`config.mk`:
```
export PLATFORM = sky130hd
export DESIGN_NAME = txcmd_ctrl
export DESIGN_NICKNAME = d
export VERILOG_FILES = /design/src/rtl/txc_pkg.sv /design/src/rtl/txc_cmd_decode.sv /design/src/rtl/txc_strobe_reg.sv /design/src/rtl/txc_tx_seq.sv /design/src/rtl/txcmd_ctrl.sv
export SDC_FILE = /design/constraint.sdc
export NUM_CORES = 1
export LEC_CHECK = 0
export ABC_AREA = 1
export CORE_MARGIN = 10
export CORE_UTILIZATION = 35
export CTS_CLUSTER_DIAMETER = 50
export DETAILED_ROUTE_END_ITERATION = 10
export PLACE_DENSITY_LB_ADDON = 0.1
export SYNTH_ARGS = -nofsm -noshare
export SYNTH_HDL_FRONTEND = slang
export SYNTH_SLANG_ARGS = --single-unit
```
`constraint.sdc`:
```
create_clock -name clk -period 1.65 [get_ports clk]
set_input_delay 0.2475 -clock clk [delete_from_list [all_inputs] [get_ports clk]]
set_output_delay 0.2475 -clock clk [all_outputs]
set_load 0.01 [all_outputs]
```
`src/rtl/txc_pkg.sv`:
```
package txc_pkg;

  // Bit positions inside the command byte; software encodes against these.
  localparam int unsigned CMD_BIT_TX    = 0;
  localparam int unsigned CMD_BIT_ABORT = 1;
  localparam int unsigned CMD_BIT_REL   = 2;
  localparam int unsigned CMD_BIT_CLR   = 3;
  localparam int unsigned CMD_BIT_SRX   = 4;
  localparam int unsigned CMD_MIN_W     = 5;

  typedef enum logic [1:0] {
    TXC_IDLE = 2'd0,
    TXC_PEND = 2'd1,
    TXC_ACTV = 2'd2
  } txc_state_e;

  // Decoded command, already qualified by the write strobe.
  typedef struct packed {
    logic req;         // transmit or self-reception request
    logic self_rx;     // loop-back requested
    logic single;      // request written together with abort
    logic abort_only;  // abort without a request
    logic rel;         // release receive buffer
    logic clr;         // clear data overrun
  } txc_cmd_t;

endpackage

```
`src/rtl/txc_cmd_decode.sv`:
```
module txc_cmd_decode
  import txc_pkg::*;
#(
  parameter int unsigned CMD_W = 8
) (
  input  logic             cmd_wr_i,
  input  logic [CMD_W-1:0] cmd_data_i,
  output txc_cmd_t         cmd_o
);

  logic bit_tx;
  logic bit_abort;
  logic bit_rel;
  logic bit_clr;
  logic bit_srx;
  logic any_req;

  always_comb begin
    bit_tx    = cmd_data_i[CMD_BIT_TX];
    bit_abort = cmd_data_i[CMD_BIT_ABORT];
    bit_rel   = cmd_data_i[CMD_BIT_REL];
    bit_clr   = cmd_data_i[CMD_BIT_CLR];
    bit_srx   = cmd_data_i[CMD_BIT_SRX];
    any_req   = bit_tx | bit_srx;
  end

  always_comb begin
    cmd_o            = '0;
    cmd_o.req        = cmd_wr_i & any_req;
    cmd_o.self_rx    = cmd_wr_i & bit_srx;
    cmd_o.single     = cmd_wr_i & any_req & bit_abort;
    cmd_o.abort_only = cmd_wr_i & bit_abort & ~any_req;
    cmd_o.rel        = cmd_wr_i & bit_rel;
    cmd_o.clr        = cmd_wr_i & bit_clr;
  end

endmodule

```
`src/rtl/txc_strobe_reg.sv`:
```
module txc_strobe_reg
  import txc_pkg::*;
#(
  parameter int unsigned N_STB = 2
) (
  input  logic             clk,
  input  logic             rst_n,
  input  logic [N_STB-1:0] stb_i,
  output logic [N_STB-1:0] stb_o
);

  logic [N_STB-1:0] stb_q;
  logic [N_STB-1:0] stb_d;
  logic             stb_en;

  // Clock enable: only load when something is set or must be cleared.
  always_comb begin
    stb_d  = stb_i;
    stb_en = (|stb_i) | (|stb_q);
  end

  always_ff @(posedge clk or negedge rst_n) begin
    if (!rst_n) begin
      stb_q <= '0;
    end else if (stb_en) begin
      stb_q <= stb_d;
    end
  end

  assign stb_o = stb_q;

  // Each strobe lasts exactly one cycle unless re-requested.
  genvar gi;
  generate
    for (gi = 0; gi < N_STB; gi++) begin : g_pulse_chk
      assert_strobe_single_R2: assert property (@(posedge clk) disable iff (!rst_n)
        (stb_q[gi] && !stb_i[gi]) |=> !stb_q[gi]);
    end
  endgenerate

endmodule

```
`src/rtl/txc_tx_seq.sv`:
```
module txc_tx_seq
  import txc_pkg::*;
(
  input  logic     clk,
  input  logic     rst_n,
  input  logic     reset_mode_i,
  input  txc_cmd_t cmd_i,
  input  logic     core_started_i,
  input  logic     core_done_i,
  input  logic     core_err_i,
  output logic     start_o,
  output logic     single_o,
  output logic     self_rx_o,
  output logic     buf_free_o,
  output logic     tx_complete_o,
  output logic     busy_o
);

  txc_state_e state_q, state_d;
  logic       start_q, start_d;
  logic       single_q, single_d;
  logic       srx_q, srx_d;
  logic       noretry_q, noretry_d;
  logic       tc_q, tc_d;
  logic       flag_en;
  logic       tc_en;
  logic       nr_now;

  // Next-state logic
  always_comb begin
    state_d   = state_q;
    start_d   = 1'b0;
    single_d  = single_q;
    srx_d     = srx_q;
    noretry_d = noretry_q;
    tc_d      = tc_q;
    flag_en   = 1'b0;
    tc_en     = 1'b0;
    nr_now    = noretry_q | cmd_i.abort_only;

    unique case (state_q)
      TXC_IDLE: begin
        if (cmd_i.req && !reset_mode_i) begin
          state_d   = TXC_PEND;
          start_d   = 1'b1;
          single_d  = cmd_i.single;
          srx_d     = cmd_i.self_rx;
          noretry_d = 1'b0;
          flag_en   = 1'b1;
          tc_d      = 1'b0;
          tc_en     = 1'b1;
        end
      end
      TXC_PEND: begin
        if (core_started_i) begin
          // Already on the bus: a concurrent abort only blocks retries.
          state_d = TXC_ACTV;
          if (cmd_i.abort_only) begin
            noretry_d = 1'b1;
            flag_en   = 1'b1;
          end
        end else if (cmd_i.abort_only) begin
          state_d = TXC_IDLE;
          tc_d    = 1'b1;
          tc_en   = 1'b1;
        end
      end
      TXC_ACTV: begin
        if (cmd_i.abort_only) begin
          noretry_d = 1'b1;
          flag_en   = 1'b1;
        end
        if (core_done_i) begin
          state_d = TXC_IDLE;
          tc_d    = 1'b1;
          tc_en   = 1'b1;
        end else if (core_err_i) begin
          if (single_q || nr_now) begin
            state_d = TXC_IDLE;
          end else begin
            state_d = TXC_PEND;
            start_d = 1'b1;
          end
        end
      end
      default: begin
        state_d = TXC_IDLE;
      end
    endcase
  end

  // Registers
  always_ff @(posedge clk or negedge rst_n) begin
    if (!rst_n) begin
      state_q <= TXC_IDLE;
      start_q <= 1'b0;
    end else begin
      state_q <= state_d;
      start_q <= start_d;
    end
  end

  always_ff @(posedge clk or negedge rst_n) begin
    if (!rst_n) begin
      single_q  <= 1'b0;
      srx_q     <= 1'b0;
      noretry_q <= 1'b0;
    end else if (flag_en) begin
      single_q  <= single_d;
      srx_q     <= srx_d;
      noretry_q <= noretry_d;
    end
  end

  always_ff @(posedge clk or negedge rst_n) begin
    if (!rst_n) begin
      tc_q <= 1'b1;
    end else if (tc_en) begin
      tc_q <= tc_d;
    end
  end

  assign start_o       = start_q;
  assign single_o      = single_q;
  assign self_rx_o     = srx_q;
  assign buf_free_o    = (state_q == TXC_IDLE);
  assign busy_o        = (state_q == TXC_ACTV);
  assign tx_complete_o = tc_q;

  // Assertions
  assert_start_one_cycle_R3: assert property (@(posedge clk) disable iff (!rst_n)
    start_q |=> !start_q);

  assert_accept_locks_R3: assert property (@(posedge clk) disable iff (!rst_n)
    (cmd_i.req && !reset_mode_i && state_q == TXC_IDLE) |=> (start_q && !buf_free_o && !tc_q));

  assert_req_ignored_locked_R5: assert property (@(posedge clk) disable iff (!rst_n)
    (cmd_i.req && state_q != TXC_IDLE && !(state_q == TXC_ACTV && core_err_i)) |=> !start_q);

  assert_req_ignored_resetmode_R5: assert property (@(posedge clk) disable iff (!rst_n)
    (cmd_i.req && reset_mode_i && state_q == TXC_IDLE) |=> (buf_free_o && !start_q));

  assert_flags_stable_R4: assert property (@(posedge clk) disable iff (!rst_n)
    (state_q != TXC_IDLE && state_d != TXC_IDLE) |=> ($stable(single_q) && $stable(srx_q)));

  assert_done_frees_R7: assert property (@(posedge clk) disable iff (!rst_n)
    (state_q == TXC_ACTV && core_done_i) |=> (buf_free_o && tc_q && !busy_o));

  assert_retry_R8: assert property (@(posedge clk) disable iff (!rst_n)
    (state_q == TXC_ACTV && core_err_i && !core_done_i && !single_q && !noretry_q
     && !cmd_i.abort_only) |=> (start_q && !buf_free_o));

  assert_single_no_retry_R9: assert property (@(posedge clk) disable iff (!rst_n)
    (state_q == TXC_ACTV && core_err_i && !core_done_i && single_q) |=> (buf_free_o && !start_q && !tc_q));

  assert_abort_pending_R10: assert property (@(posedge clk) disable iff (!rst_n)
    (state_q == TXC_PEND && cmd_i.abort_only && !core_started_i) |=> (buf_free_o && tc_q));

  assert_abort_active_keeps_R11: assert property (@(posedge clk) disable iff (!rst_n)
    (state_q == TXC_ACTV && cmd_i.abort_only && !core_done_i && !core_err_i) |=> busy_o);

  assert_abort_idle_R12: assert property (@(posedge clk) disable iff (!rst_n)
    (state_q == TXC_IDLE && cmd_i.abort_only) |=> ($stable(tc_q) && buf_free_o));

endmodule

```
`src/rtl/txcmd_ctrl.sv`:
```
module txcmd_ctrl
  import txc_pkg::*;
#(
  parameter int unsigned CMD_W = 8
) (
  input  logic             clk,
  input  logic             rst_n,
  input  logic             reset_mode_i,
  input  logic             cmd_wr_i,
  input  logic [CMD_W-1:0] cmd_data_i,
  input  logic             core_started_i,
  input  logic             core_done_i,
  input  logic             core_err_i,
  output logic             tx_start_o,
  output logic             tx_single_shot_o,
  output logic             tx_self_rx_o,
  output logic             rx_release_o,
  output logic             ovr_clear_o,
  output logic             stat_buf_free_o,
  output logic             stat_tx_complete_o,
  output logic             stat_tx_busy_o
);

  localparam int unsigned N_FWD = 2;

  txc_cmd_t         cmd;
  logic [N_FWD-1:0] fwd_in;
  logic [N_FWD-1:0] fwd_out;

  initial begin
    if (CMD_W < CMD_MIN_W) $error("CMD_W too small for the command bit positions");
  end

  txc_cmd_decode #(
    .CMD_W (CMD_W)
  ) u_dec (
    .cmd_wr_i   (cmd_wr_i),
    .cmd_data_i (cmd_data_i),
    .cmd_o      (cmd)
  );

  assign fwd_in = {cmd.clr, cmd.rel};

  txc_strobe_reg #(
    .N_STB (N_FWD)
  ) u_fwd (
    .clk   (clk),
    .rst_n (rst_n),
    .stb_i (fwd_in),
    .stb_o (fwd_out)
  );

  assign rx_release_o = fwd_out[0];
  assign ovr_clear_o  = fwd_out[1];

  txc_tx_seq u_seq (
    .clk            (clk),
    .rst_n          (rst_n),
    .reset_mode_i   (reset_mode_i),
    .cmd_i          (cmd),
    .core_started_i (core_started_i),
    .core_done_i    (core_done_i),
    .core_err_i     (core_err_i),
    .start_o        (tx_start_o),
    .single_o       (tx_single_shot_o),
    .self_rx_o      (tx_self_rx_o),
    .buf_free_o     (stat_buf_free_o),
    .tx_complete_o  (stat_tx_complete_o),
    .busy_o         (stat_tx_busy_o)
  );

  assert_release_strobe_R2: assert property (@(posedge clk) disable iff (!rst_n)
    (cmd_wr_i && cmd_data_i[CMD_BIT_REL]) |=> rx_release_o);

  assert_clear_strobe_R2: assert property (@(posedge clk) disable iff (!rst_n)
    (cmd_wr_i && cmd_data_i[CMD_BIT_CLR]) |=> ovr_clear_o);

  assert_busy_not_free_R6: assert property (@(posedge clk) disable iff (!rst_n)
    (stat_tx_busy_o && !core_done_i && !core_err_i) |=> (stat_tx_busy_o && !stat_buf_free_o));

endmodule

```
==> flow_summary.json <==
{
  "rsz0062_at_grt": "false",
  "setup_viol_count_final": 0,
  "worstPathRequired_ns": 1.40,
  "syn_inst": 80,
  "place_hpwl_mm": 1.23,
  "core_um2": 1560,
  "startpoint_type": "register",
  "synth_top_area_cell": "dfrtp_1",
  "die_w_um": 61.3,
  "synthXorXnorAreaFrac_pct": 0,
  "synth_cell_types": 17,
  "hold_viol": 0,
  "path_buf_inv": 1,
  "tritoncts": "built",
  "drc": 0,
  "mostFrequentLayoutCells": "nand2_1, clkdlybuf4s50_1, inv_1",
  "cts_root_buffer": "clkbuf_4",
  "clock_path_buffers": 2,
  "crit_family": "buffers and inverters",
  "h-tree-depth": 1,
  "path_class": "register to primary output",
  "min_period_over_period_pct": 94.1,
  "synth_warnings": 0,
  "r2r_slack_ns": 0.17,
  "synth-simple-area-share_pct": 34.6,
  "dp.cells": 117,
  "rows": 14,
  "fmax_mhz": 644,
  "synthesis.area_um2": 597,
  "run_status": "completed",
  "grt_first_pass_wirelength_mm": 2.38,
  "power.leakage_nw": 0.434,
  "setup.worst_path.start": "u_seq.tx_complete_o$_DFFE_PN1P_",
  "ioPinCount": 23,
  "syn_to_final_growth_pct": 42.1,
  "via_per_inst": 4.64,
  "fp.dieArea_um2": 3760,
  "grt_pass1_vias": 579,
  "layout_commonest_cell": "nand2_1",
  "ys_ff_latch": 9,
  "start_util_pct": 38.3,
  "fin_area_um2": 848,
  "synthDominantCellAreaShare_pct": 33.5,
  "tightest_slew_ns": 0.372,
  "powerDensity_nw_per_um2": 1300,
  "cp_cell_sequence": "clkdlybuf4s50_1",
  "synth_area_per_cell_um2": 7.46,
  "antenna_found_initial": 0,
  "crit_path_end_kind": "primary output",
  "synthMuxAreaShare_pct": 0,
  "insertedDiodeCount": 0,
  "cts_sinks": 9,
  "finalSetupTns_ns": 0,
  "crit_slowest_cell": "clkdlybuf4s50_1",
  "globalplace.congestion": 0.863,
  "syn-num-nets": 99,
  "timing.rr.start": "u_seq.state_q[0]$_DFFE_PN0P_",
  "ant_nets": 0,
  "skew_ns": 0.000261,
  "fin_hold_ws_ns": 0.276,
  "slew_headroom_pct": 75.1,
  "hold_buffers": 0,
  "yosysSeqAreaShare_pct": 37.9,
  "drive_above_1_share_pct": 17.1,
  "fin_crit_ns": 1.55,
  "holdCritPathClass": "input pin to async pin",
  "drt-pass1-iter-count": 4,
  "die_y_um": 61.3,
  "cp_data_arrival_time_ns": 1.31,
  "cts_made_buffers": 3,
  "grt_max_degree": 10,
  "grtUsageTotal_pct": 8.34,
  "wire_per_inst_um": 11.8,
  "postPlaceCellArea_um2": 822,
  "synth-adder-area-share_pct": 8.39,
  "synth_compound_area_share_pct": 10.3,
  "worstPathMaxFanout": 2,
  "clock_latency_ns": 0.25,
  "fin_cells": 121,
  "drt_wl_total_mm": 1.43,
  "vias": 562,
  "finalMaxSlewViolations": 0,
  "synth_top_family_by_area": "simple AND/OR/NAND/NOR gates",
  "maxCapViolCount": 0,
  "grt_overflow": 0,
  "clkTransAtPathRegs_ns": 0.06,
  "irDropWorstVdd_mv": 0.634,
  "synth_top_cells_by_area": "dfrtp_1, nand2_1, ha_1",
  "nets": 125,
  "max_stage_delay_ns": 0.53,
  "portBuffers": 19,
  "drt_iter0_markers": 12
}
through the flow:
step	setup WS (ns)	util [%]	power, W
2_1_floorplan	0.308	-	0.000702
3_3_place_gp	0.0747	52.7	0.000956
3_5_place_dp	0.0693	52.7	0.000967
4_1_cts	0.0731	54.3	0.00113
5_1_grt	0.0421	54.4	0.00120
6_report	0.0971	54.4	0.00110
cell usage after synthesis, drive strengths merged:
master  count
nand2      28
inv        14
dfrtp       8
nor2        7
nand3       6
o21ai       6
a21oi       4
ha          4
nand4       2
dfstp       1
registers in the layout, indices dropped and copies added, names as in the netlist:
| register | flops |
|---|---|
| u_seq.tx_complete_o | 1 |
| u_seq.self_rx_o | 1 |
| u_seq.noretry_q | 1 |
| u_fwd.stb_o | 2 |
| u_seq.single_o | 1 |
| u_seq.start_o | 1 |
| u_seq.state_q | 2 |
final cells by class:
class                      count  area, um2
clock buffer                   4       26.3
fill                         164        711
inverter                      14       52.6
multi-input combinational     57        320
sequential                     9        226
tap                           16       20.0
timing repair buffer          21        203
repair_timing:
| item | CTS | global route |
|---|---|---|
| buffers inserted | 0 | 0 |
| resized for setup | 2 | 1 |
| endpoints found under the setup margin | 2 | 1 |
where the power goes:
part | switching [W] | total [W] | internal (W)
Clock | 0.0000690 | 0.000162 | 0.0000927
Combinational | 0.000330 | 0.000601 | 0.000272
Sequential | 0.0000431 | 0.000341 | 0.000298
Total | 0.000442 | 0.00110 | 0.000663
worst paths after layout:
check | endpoint | depth (start not counted)
max | stat_tx_complete_o | 1
min | u_seq.noretry_q$_DFFE_PN0P_ | 1
max reg2reg | u_seq.noretry_q$_DFFE_PN0P_ | 8
min reg2reg | u_seq.tx_complete_o$_DFFE_PN1P_ | 2
max in group asynchronous | u_seq.tx_complete_o$_DFFE_PN1P_ | 1
min in group clk | u_seq.tx_complete_o$_DFFE_PN1P_ | 2
logic make-up after synthesis:
family	Yosys count
adders and majority gates	4
and+or+nand+nor	43
AOI/OAI and AO/OA	10
buffers and inverters	14
DFF	9
layer usage:
metal	vias to the layer above	part of all wire [%]	GRT usage, %
met5	-	0	0
met4	0	0.84	5.86
met3	2	6.8	2.26
met2	11	48	13.9
met1	245	45	8.97
li1	304	-	-
Note: power is estimated with default switching activity, not from simulation.
